**config.mk**
```make
export PLATFORM = sky130hd
export DESIGN_NAME = bank_cmd_seq
export DESIGN_NICKNAME = d
export VERILOG_FILES = /design/src/rtl/bank_seq_pkg.sv /design/src/rtl/bank_lat_timer.sv /design/src/rtl/bank_row_tracker.sv /design/src/rtl/bank_page_policy.sv /design/src/rtl/bank_cmd_seq.sv
export SDC_FILE = /design/constraint.sdc
export NUM_CORES = 1
export LEC_CHECK = 0
export CAP_MARGIN = 20
export CELL_PAD_IN_SITES_DETAIL_PLACEMENT = 1
export CELL_PAD_IN_SITES_GLOBAL_PLACEMENT = 1
export CORE_MARGIN = 4
export CORE_UTILIZATION = 41
export DETAILED_ROUTE_END_ITERATION = 10
export GPL_ROUTABILITY_DRIVEN = 0
export PLACE_DENSITY_LB_ADDON = 0.1
export REMOVE_ABC_BUFFERS = 1
export SLEW_MARGIN = 5
export SYNTH_ARGS = -nofsm -noshare
export SYNTH_HDL_FRONTEND = slang
export SYNTH_HIERARCHICAL = 1
export SYNTH_SLANG_ARGS = --single-unit
```
**constraint.sdc**
```tcl
create_clock -name clk -period 11.2 [get_ports clk]
set_clock_uncertainty 0.2 [all_clocks]
set_input_delay 3.36 -clock clk [delete_from_list [all_inputs] [get_ports clk]]
set_output_delay 3.36 -clock clk [all_outputs]
set_load 0.02 [all_outputs]
```
**src/rtl/bank_seq_pkg.sv**
```systemverilog
package bank_seq_pkg;

   typedef enum logic [2:0] {
      CK_NONE = 3'd0,
      CK_ACT  = 3'd1,
      CK_RD   = 3'd2,
      CK_WR   = 3'd3,
      CK_PRE  = 3'd4
   } cmd_kind_e;

   typedef enum logic [1:0] {
      AC_HIT   = 2'd0,
      AC_IDLE  = 2'd1,
      AC_CONFL = 2'd2
   } acc_class_e;

   typedef enum logic [1:0] {
      PG_OPEN  = 2'd0,
      PG_CLOSE = 2'd1,
      PG_ADAPT = 2'd2,
      PG_SHUT  = 2'd3
   } page_mode_e;

   typedef enum logic [2:0] {
      ST_IDLE = 3'd0,
      ST_PRE  = 3'd1,
      ST_ACT  = 3'd2,
      ST_CAS  = 3'd3,
      ST_REC  = 3'd4
   } seq_state_e;

endpackage

```
**src/rtl/bank_lat_timer.sv**
```systemverilog
module bank_lat_timer #(
   parameter int TIM_W = 6
) (
   input  logic             clk,
   input  logic             rst_n,
   input  logic             load,
   input  logic [TIM_W-1:0] load_val,
   output logic             expire
);
   localparam logic [TIM_W-1:0] ONE = TIM_W'(1);

   logic [TIM_W-1:0] cnt;
   logic [TIM_W-1:0] eff_val;

   // zero latency is clamped to a single cycle
   assign eff_val = (load_val == '0) ? ONE : load_val;
   assign expire  = (cnt == ONE);

   always_ff @(posedge clk) begin
      if (!rst_n) begin
         cnt <= '0;
      end else if (load) begin
         cnt <= eff_val;
      end else if (cnt != '0) begin
         cnt <= cnt - ONE;
      end
   end
endmodule

```
**src/rtl/bank_row_tracker.sv**
```systemverilog
module bank_row_tracker #(
   parameter int ROW_W = 14
) (
   input  logic             clk,
   input  logic             rst_n,
   input  logic [ROW_W-1:0] cmp_row,
   input  logic             open_set,
   input  logic [ROW_W-1:0] open_row_in,
   input  logic             close_now,
   input  logic             note_en,
   output logic             bank_open,
   output logic [ROW_W-1:0] open_row,
   output logic             row_hit,
   output logic             last_match
);
   logic             last_vld;
   logic [ROW_W-1:0] last_row;

   assign row_hit    = bank_open && (open_row == cmp_row);
   assign last_match = last_vld && (last_row == cmp_row);

   always_ff @(posedge clk) begin
      if (!rst_n) begin
         bank_open <= 1'b0;
         open_row  <= '0;
      end else if (open_set) begin
         bank_open <= 1'b1;
         open_row  <= open_row_in;
      end else if (close_now) begin
         bank_open <= 1'b0;
      end
   end

   always_ff @(posedge clk) begin
      if (!rst_n) begin
         last_vld <= 1'b0;
         last_row <= '0;
      end else if (note_en) begin
         last_vld <= 1'b1;
         last_row <= cmp_row;
      end
   end
endmodule

```
**src/rtl/bank_page_policy.sv**
```systemverilog
module bank_page_policy
   import bank_seq_pkg::*;
#(
   parameter int LOC_W     = 3,
   parameter bit HYBRID_EN = 1'b1
) (
   input  logic             clk,
   input  logic             rst_n,
   input  logic [1:0]       page_mode,
   input  logic [LOC_W-1:0] loc_thresh,
   input  logic             update_en,
   input  logic             locality_hit,
   output logic             keep_open
);
   localparam logic [LOC_W-1:0] SCORE_MAX = {LOC_W{1'b1}};
   localparam logic [LOC_W-1:0] SCORE_ONE = LOC_W'(1);

   logic adapt_keep;

   generate
      if (HYBRID_EN) begin : g_adapt
         logic [LOC_W-1:0] score;
         logic [LOC_W-1:0] score_nxt;

         always_comb begin
            if (locality_hit) begin
               score_nxt = (score == SCORE_MAX) ? score : score + SCORE_ONE;
            end else begin
               score_nxt = (score == '0) ? score : score - SCORE_ONE;
            end
         end

         assign adapt_keep = (score_nxt >= loc_thresh);

         always_ff @(posedge clk) begin
            if (!rst_n) begin
               score <= '0;
            end else if (update_en) begin
               score <= score_nxt;
            end
         end
      end else begin : g_fixed
         // without the score, adaptive mode falls back to releasing rows
         assign adapt_keep = 1'b0;
      end
   endgenerate

   always_comb begin
      case (page_mode_e'(page_mode))
         PG_OPEN:  keep_open = 1'b1;
         PG_ADAPT: keep_open = adapt_keep;
         default:  keep_open = 1'b0;
      endcase
   end
endmodule

```
**src/rtl/bank_cmd_seq.sv**
```systemverilog
module bank_cmd_seq
   import bank_seq_pkg::*;
#(
   parameter int ROW_W     = 14,
   parameter int COL_W     = 10,
   parameter int TIM_W     = 6,
   parameter int LOC_W     = 3,
   parameter bit HYBRID_EN = 1'b1
) (
   input  logic             clk,
   input  logic             rst_n,
   input  logic [1:0]       page_mode,
   input  logic [LOC_W-1:0] loc_thresh,
   input  logic [TIM_W-1:0] lat_rp,
   input  logic [TIM_W-1:0] lat_rcd,
   input  logic [TIM_W-1:0] lat_cl,
   input  logic             req_valid,
   output logic             req_ready,
   input  logic [ROW_W-1:0] req_row,
   input  logic [COL_W-1:0] req_col,
   input  logic             req_write,
   output logic             cmd_valid,
   output logic [2:0]       cmd_kind,
   output logic [ROW_W-1:0] cmd_row,
   output logic [COL_W-1:0] cmd_col,
   output logic             cmd_autopre,
   output logic             done,
   output logic [1:0]       done_class,
   output logic             bank_open,
   output logic [ROW_W-1:0] open_row
);
   generate
      if (ROW_W < 1 || ROW_W > 32) begin : g_bad_row
         $error("bank_cmd_seq: ROW_W out of range");
      end
      if (COL_W < 1 || COL_W > 32) begin : g_bad_col
         $error("bank_cmd_seq: COL_W out of range");
      end
      if (TIM_W < 2 || TIM_W > 16) begin : g_bad_tim
         $error("bank_cmd_seq: TIM_W out of range");
      end
      if (LOC_W < 1 || LOC_W > 8) begin : g_bad_loc
         $error("bank_cmd_seq: LOC_W out of range");
      end
   endgenerate

   seq_state_e       st, st_nxt;
   logic [ROW_W-1:0] q_row;
   logic [COL_W-1:0] q_col;
   logic             q_wr;
   logic             q_keep;
   logic [1:0]       q_cls;

   logic             accept;
   logic             tim_load;
   logic [TIM_W-1:0] tim_val;
   logic             tim_exp;

   logic             trk_open_set;
   logic             trk_close;
   logic             trk_note;
   logic             trk_hit;
   logic             trk_last;
   logic [ROW_W-1:0] trk_cmp_row;
   logic             pol_keep;

   logic             n_cmd_v;
   cmd_kind_e        n_cmd_k;
   logic [ROW_W-1:0] n_cmd_row;
   logic [COL_W-1:0] n_cmd_col;
   logic             n_cmd_ap;
   logic             n_done;

   assign req_ready   = (st == ST_IDLE);
   assign accept      = req_ready && req_valid;
   assign trk_cmp_row = (st == ST_IDLE) ? req_row : q_row;

   bank_lat_timer #(.TIM_W(TIM_W)) u_timer (
      .clk      (clk),
      .rst_n    (rst_n),
      .load     (tim_load),
      .load_val (tim_val),
      .expire   (tim_exp)
   );

   bank_row_tracker #(.ROW_W(ROW_W)) u_rows (
      .clk         (clk),
      .rst_n       (rst_n),
      .cmp_row     (trk_cmp_row),
      .open_set    (trk_open_set),
      .open_row_in (trk_cmp_row),
      .close_now   (trk_close),
      .note_en     (trk_note),
      .bank_open   (bank_open),
      .open_row    (open_row),
      .row_hit     (trk_hit),
      .last_match  (trk_last)
   );

   bank_page_policy #(.LOC_W(LOC_W), .HYBRID_EN(HYBRID_EN)) u_policy (
      .clk          (clk),
      .rst_n        (rst_n),
      .page_mode    (page_mode),
      .loc_thresh   (loc_thresh),
      .update_en    (accept),
      .locality_hit (trk_last),
      .keep_open    (pol_keep)
   );

   function automatic cmd_kind_e col_kind(input logic wr);
      return wr ? CK_WR : CK_RD;
   endfunction

   always_comb begin
      st_nxt       = st;
      tim_load     = 1'b0;
      tim_val      = lat_cl;
      trk_open_set = 1'b0;
      trk_close    = 1'b0;
      trk_note     = 1'b0;
      n_cmd_v      = 1'b0;
      n_cmd_k      = CK_NONE;
      n_cmd_row    = q_row;
      n_cmd_col    = q_col;
      n_cmd_ap     = 1'b0;
      n_done       = 1'b0;
      case (st)
         ST_IDLE: begin
            n_cmd_row = req_row;
            n_cmd_col = req_col;
            if (accept) begin
               trk_note = 1'b1;
               n_cmd_v  = 1'b1;
               tim_load = 1'b1;
               if (trk_hit) begin
                  n_cmd_k   = col_kind(req_write);
                  n_cmd_ap  = !pol_keep;
                  trk_close = !pol_keep;
                  tim_val   = lat_cl;
                  st_nxt    = ST_CAS;
               end else if (!bank_open) begin
                  n_cmd_k      = CK_ACT;
                  trk_open_set = 1'b1;
                  tim_val      = lat_rcd;
                  st_nxt       = ST_ACT;
               end else begin
                  n_cmd_k   = CK_PRE;
                  trk_close = 1'b1;
                  tim_val   = lat_rp;
                  st_nxt    = ST_PRE;
               end
            end
         end
         ST_PRE: begin
            if (tim_exp) begin
               n_cmd_v      = 1'b1;
               n_cmd_k      = CK_ACT;
               trk_open_set = 1'b1;
               tim_load     = 1'b1;
               tim_val      = lat_rcd;
               st_nxt       = ST_ACT;
            end
         end
         ST_ACT: begin
            if (tim_exp) begin
               n_cmd_v   = 1'b1;
               n_cmd_k   = col_kind(q_wr);
               n_cmd_ap  = !q_keep;
               trk_close = !q_keep;
               tim_load  = 1'b1;
               tim_val   = lat_cl;
               st_nxt    = ST_CAS;
            end
         end
         ST_CAS: begin
            if (tim_exp) begin
               n_done = 1'b1;
               if (!q_keep) begin
                  tim_load = 1'b1;
                  tim_val  = lat_rp;
                  st_nxt   = ST_REC;
               end else begin
                  st_nxt = ST_IDLE;
               end
            end
         end
         ST_REC: begin
            if (tim_exp) begin
               st_nxt = ST_IDLE;
            end
         end
         default: st_nxt = ST_IDLE;
      endcase
   end

   always_ff @(posedge clk) begin
      if (!rst_n) begin
         st     <= ST_IDLE;
         q_row  <= '0;
         q_col  <= '0;
         q_wr   <= 1'b0;
         q_keep <= 1'b1;
         q_cls  <= AC_HIT;
      end else begin
         st <= st_nxt;
         if (accept) begin
            q_row  <= req_row;
            q_col  <= req_col;
            q_wr   <= req_write;
            q_keep <= pol_keep;
            q_cls  <= trk_hit ? AC_HIT : (bank_open ? AC_CONFL : AC_IDLE);
         end
      end
   end

   always_ff @(posedge clk) begin
      if (!rst_n) begin
         cmd_valid   <= 1'b0;
         cmd_kind    <= CK_NONE;
         cmd_row     <= '0;
         cmd_col     <= '0;
         cmd_autopre <= 1'b0;
         done        <= 1'b0;
         done_class  <= AC_HIT;
      end else begin
         cmd_valid   <= n_cmd_v;
         cmd_kind    <= n_cmd_v ? n_cmd_k : CK_NONE;
         cmd_row     <= n_cmd_row;
         cmd_col     <= n_cmd_col;
         cmd_autopre <= n_cmd_v && n_cmd_ap;
         done        <= n_done;
         if (n_done) begin
            done_class <= q_cls;
         end
      end
   end
endmodule

```
==> impl_metrics.json <==
{
  "status": "completed",
  "timing.final.ws_setup_ps": 4264,
  "crit_start": "req_row[13]",
  "synth_most_common_cell": "nand2_1",
  "core_mm2": 0.01147,
  "fp.dieW_um": 116.5,
  "synth-compound-area-share": 0.1313,
  "die_area_mm2": 0.01358,
  "ys_types": 58,
  "cts-root-buf": "clkbuf_16",
  "fmax_mhz": 144.2,
  "p_total_w": 0.001216,
  "ys.flop_type": "dfxtp_1",
  "synthTopCellsByCount": "nand2_1, dfxtp_1, nor2b_1",
  "netlist_area_mm2": 0.004831,
  "cp.required_ps": 11280,
  "p_leak_nw": 2.342,
  "final_core_util": 0.5342,
  "numCtsBuffers": 9,
  "period_share": 0.6193,
  "place_area_mm2": 0.005833,
  "syn_area_per_cell_um2": 8.799,
  "worst_r2r_path_depth": 17,
  "drv_cap": 0,
  "grt_pass1_vias": 4168,
  "ys_top_cells_by_area": "dfxtp_1, nand2_1, mux2i_1",
  "synthMuxAreaShare": 0.06630,
  "r2r_setup_slack_ps": 5480,
  "reg2reg_to": "u_rows/bank_open$_SDFFE_PN0P_",
  "relSlewSlack": 0.2722,
  "period_minus_slack_ps": 6936,
  "hold_viol_final": 0,
  "synth_fa_ha_area_frac": 0.02072,
  "via_per_inst": 5.155,
  "postRouteAntennaNets": 0,
  "final_area_mm2": 0.006126,
  "r2r-start": "st[1]$_SDFFE_PN0P_",
  "rsz0062_at_grt": "no",
  "drtIter0Drc": 191,
  "critPathCapture": "u_rows/bank_open$_SDFFE_PN0P_",
  "path_clk_slew_ps": 70,
  "start_util": 0.4213,
  "nets": 690,
  "htreeDepth": 3,
  "crit_arrival_ps": 7010,
  "min_path_type": "reg2reg",
  "clock_sinks": 102,
  "setup_viol": 0,
  "pre_cts_ws_ps": 3916,
  "end_kind": "flip-flop",
  "cts_tree": "done",
  "synthArstFlopShare": 0,
  "grt_pass1_wl_mm": 20.64,
  "drc": 0,
  "synth_top_family_by_area": "simple AND/OR/NAND/NOR gates",
  "clock_latency_ps": 340,
  "synth_top_area_cell": "dfxtp_1",
  "track_usage": 0.1912,
  "synth_edf_count": 0,
  "max_slew.worst_pin.slew_ps": 1092,
  "synth-seq-cells": 102,
  "critPathLaunchType": "input pin",
  "overflow": 0,
  "cts_buffer_depth": 2,
  "worstHoldStart": "q_col[6]$_SDFFE_PN0N_",
  "wl_per_cell_um": 16.36,
  "std_cell_rows": 39,
  "crit_fanout": 10,
  "slew_viol_final": 0,
  "ys_seq_area_frac": 0.4227,
  "powerDensity_mw_per_mm2": 198.5,
  "ys_warn_count": 6,
  "crit_type": "in2reg",
  "port_buffers": 98,
  "finalWirelength_mm": 12.75,
  "hold_buffers": 0,
  "postCtsSetupBuffers": 0,
  "hpwl_mm": 8.613,
  "synth_simple_gate_area_share": 0.2515,
  "ios": 99,
  "syn_inst": 549,
  "dr.pass1.iters": 4,
  "antenna_cells": 0,
  "die_y_um": 116.5,
  "area_delta_synth_final_pct": 26.81,
  "yosys.area.top_type_share": 0.4227,
  "synth-xor-area-share": 0.05802,
  "peakVddDrop_mv": 0.08887,
  "cts_resized": 0,
  "fin_setup_tns_ps": 0,
  "grt_max_degree": 101,
  "num_vias": 4016,
  "antenna_found_initial": 0,
  "final_layout_size_suffix_gt1_frac": 0.05031
}
[worst min-delay path by stage]
stage                                         to  slack [ps]  cells past startpoint
finish                     q_col[6]$_SDFFE_PN0N_         260                      2
global route               q_col[3]$_SDFFE_PN0N_         280                      2
CTS                        q_col[3]$_SDFFE_PN0N_         260                      2
detailed placement  u_rows/last_vld$_SDFFE_PN0P_         250                      1
global placement    u_rows/last_vld$_SDFFE_PN0P_         240                      1
floorplan           u_rows/last_vld$_SDFFE_PN0P_         230                      1
[cells by family (layout without fill, tap and decap cells)]
family	after synthesis	in the layout
adder cells (fa/ha/maj)	8	8
XOR/XNOR	32	32
AO/OA/AOI/OAI	83	83
buffers and inverters	47	134
multiplexers	32	32
flip-flops	102	102
AND/OR/NAND/NOR	245	245
[state kept, by name, summed over array words and instances (netlist names)]
name,count
u_policy/g_adapt.score,3
q_cls,2
cmd_row,14
u_rows/last_row,14
u_rows/bank_open,1
u_rows/open_row,14
st,3
q_row,14
done_class,2
u_rows/last_vld,1
q_wr,1
cmd_valid,1
cmd_autopre,1
cmd_col,10
done,1
u_timer/cnt,6
q_col,10
cmd_kind,3
q_keep,1
[layout make-up]
type                       count  area, µm²
clock buffer                  11      232.7
clock inverter                 5      60.06
fill                        1348       5341
inverter                      17      63.81
multi-input combinational    400       2550
sequential                   102       2042
tap                          143      178.9
timing repair buffer         101      998.5
[layout by cell type (no fill, tap or decap), drive strengths merged, types with 3 or more instances in the layout]
| cell type | netlist | final |
|---|---|---|
| xnor2 | 32 | 32 |
| nand2 | 133 | 133 |
| clkbuf | 17 | 11 |
| nor3 | 4 | 4 |
| nor2 | 7 | 7 |
| a21boi | 39 | 39 |
| and3 | 3 | 3 |
| ha | 8 | 8 |
| mux2i | 32 | 32 |
| dfxtp | 102 | 102 |
| clkinv | 0 | 3 |
| nor4 | 3 | 3 |
| nand4 | 8 | 8 |
| inv | 17 | 17 |
| nor2b | 36 | 36 |
| buf | 13 | 4 |
| o21a | 3 | 3 |
| o21ai | 6 | 6 |
| clkdlybuf4s50 | 0 | 97 |
| and2 | 22 | 22 |
| a21oi | 10 | 10 |
| nand2b | 4 | 4 |
| a221o | 5 | 5 |
| nand3 | 10 | 10 |
[worst max-delay path, stage by stage]
cell	delay [ps]
clkdlybuf4s50_1	510
nand2_1	70
nand2_1	200
xnor2_1	160
nand3_1	100
nor4_2	840
a21boi_1	130
o31a_1	350
ha_1	270
a21boi_1	130
o21ai_0	80
a31oi_1	210
a2bb2oi_1	260
nand2_1	80
nor2b_1	120
o21a_1	120
[metal layers]
layer,up-vias,wire [µm],track usage
li1,1995,-,-
met1,1940,5778,0.2376
met2,69,6328,0.3417
met3,12,511,0.03679
met4,0,128,0.04511
met5,-,0,0
[power breakdown]
part           switching, W  internal [W]
Sequential        0.0000473      0.000416
Combinational      0.000243      0.000198
Clock              0.000137      0.000174
Total              0.000427      0.000789
[metrics by stage]
step / std cells / hold WS, ps
3_5_place_dp: 763 / 245.0
5_1_grt: 779 / 284.3
3_3_place_gp: 763 / 238.5
6_report: 779 / 255.4
4_1_cts: 779 / 258.7
2_1_floorplan: 519 / 227.3
Note: power is estimated with default switching activity, not from simulation.
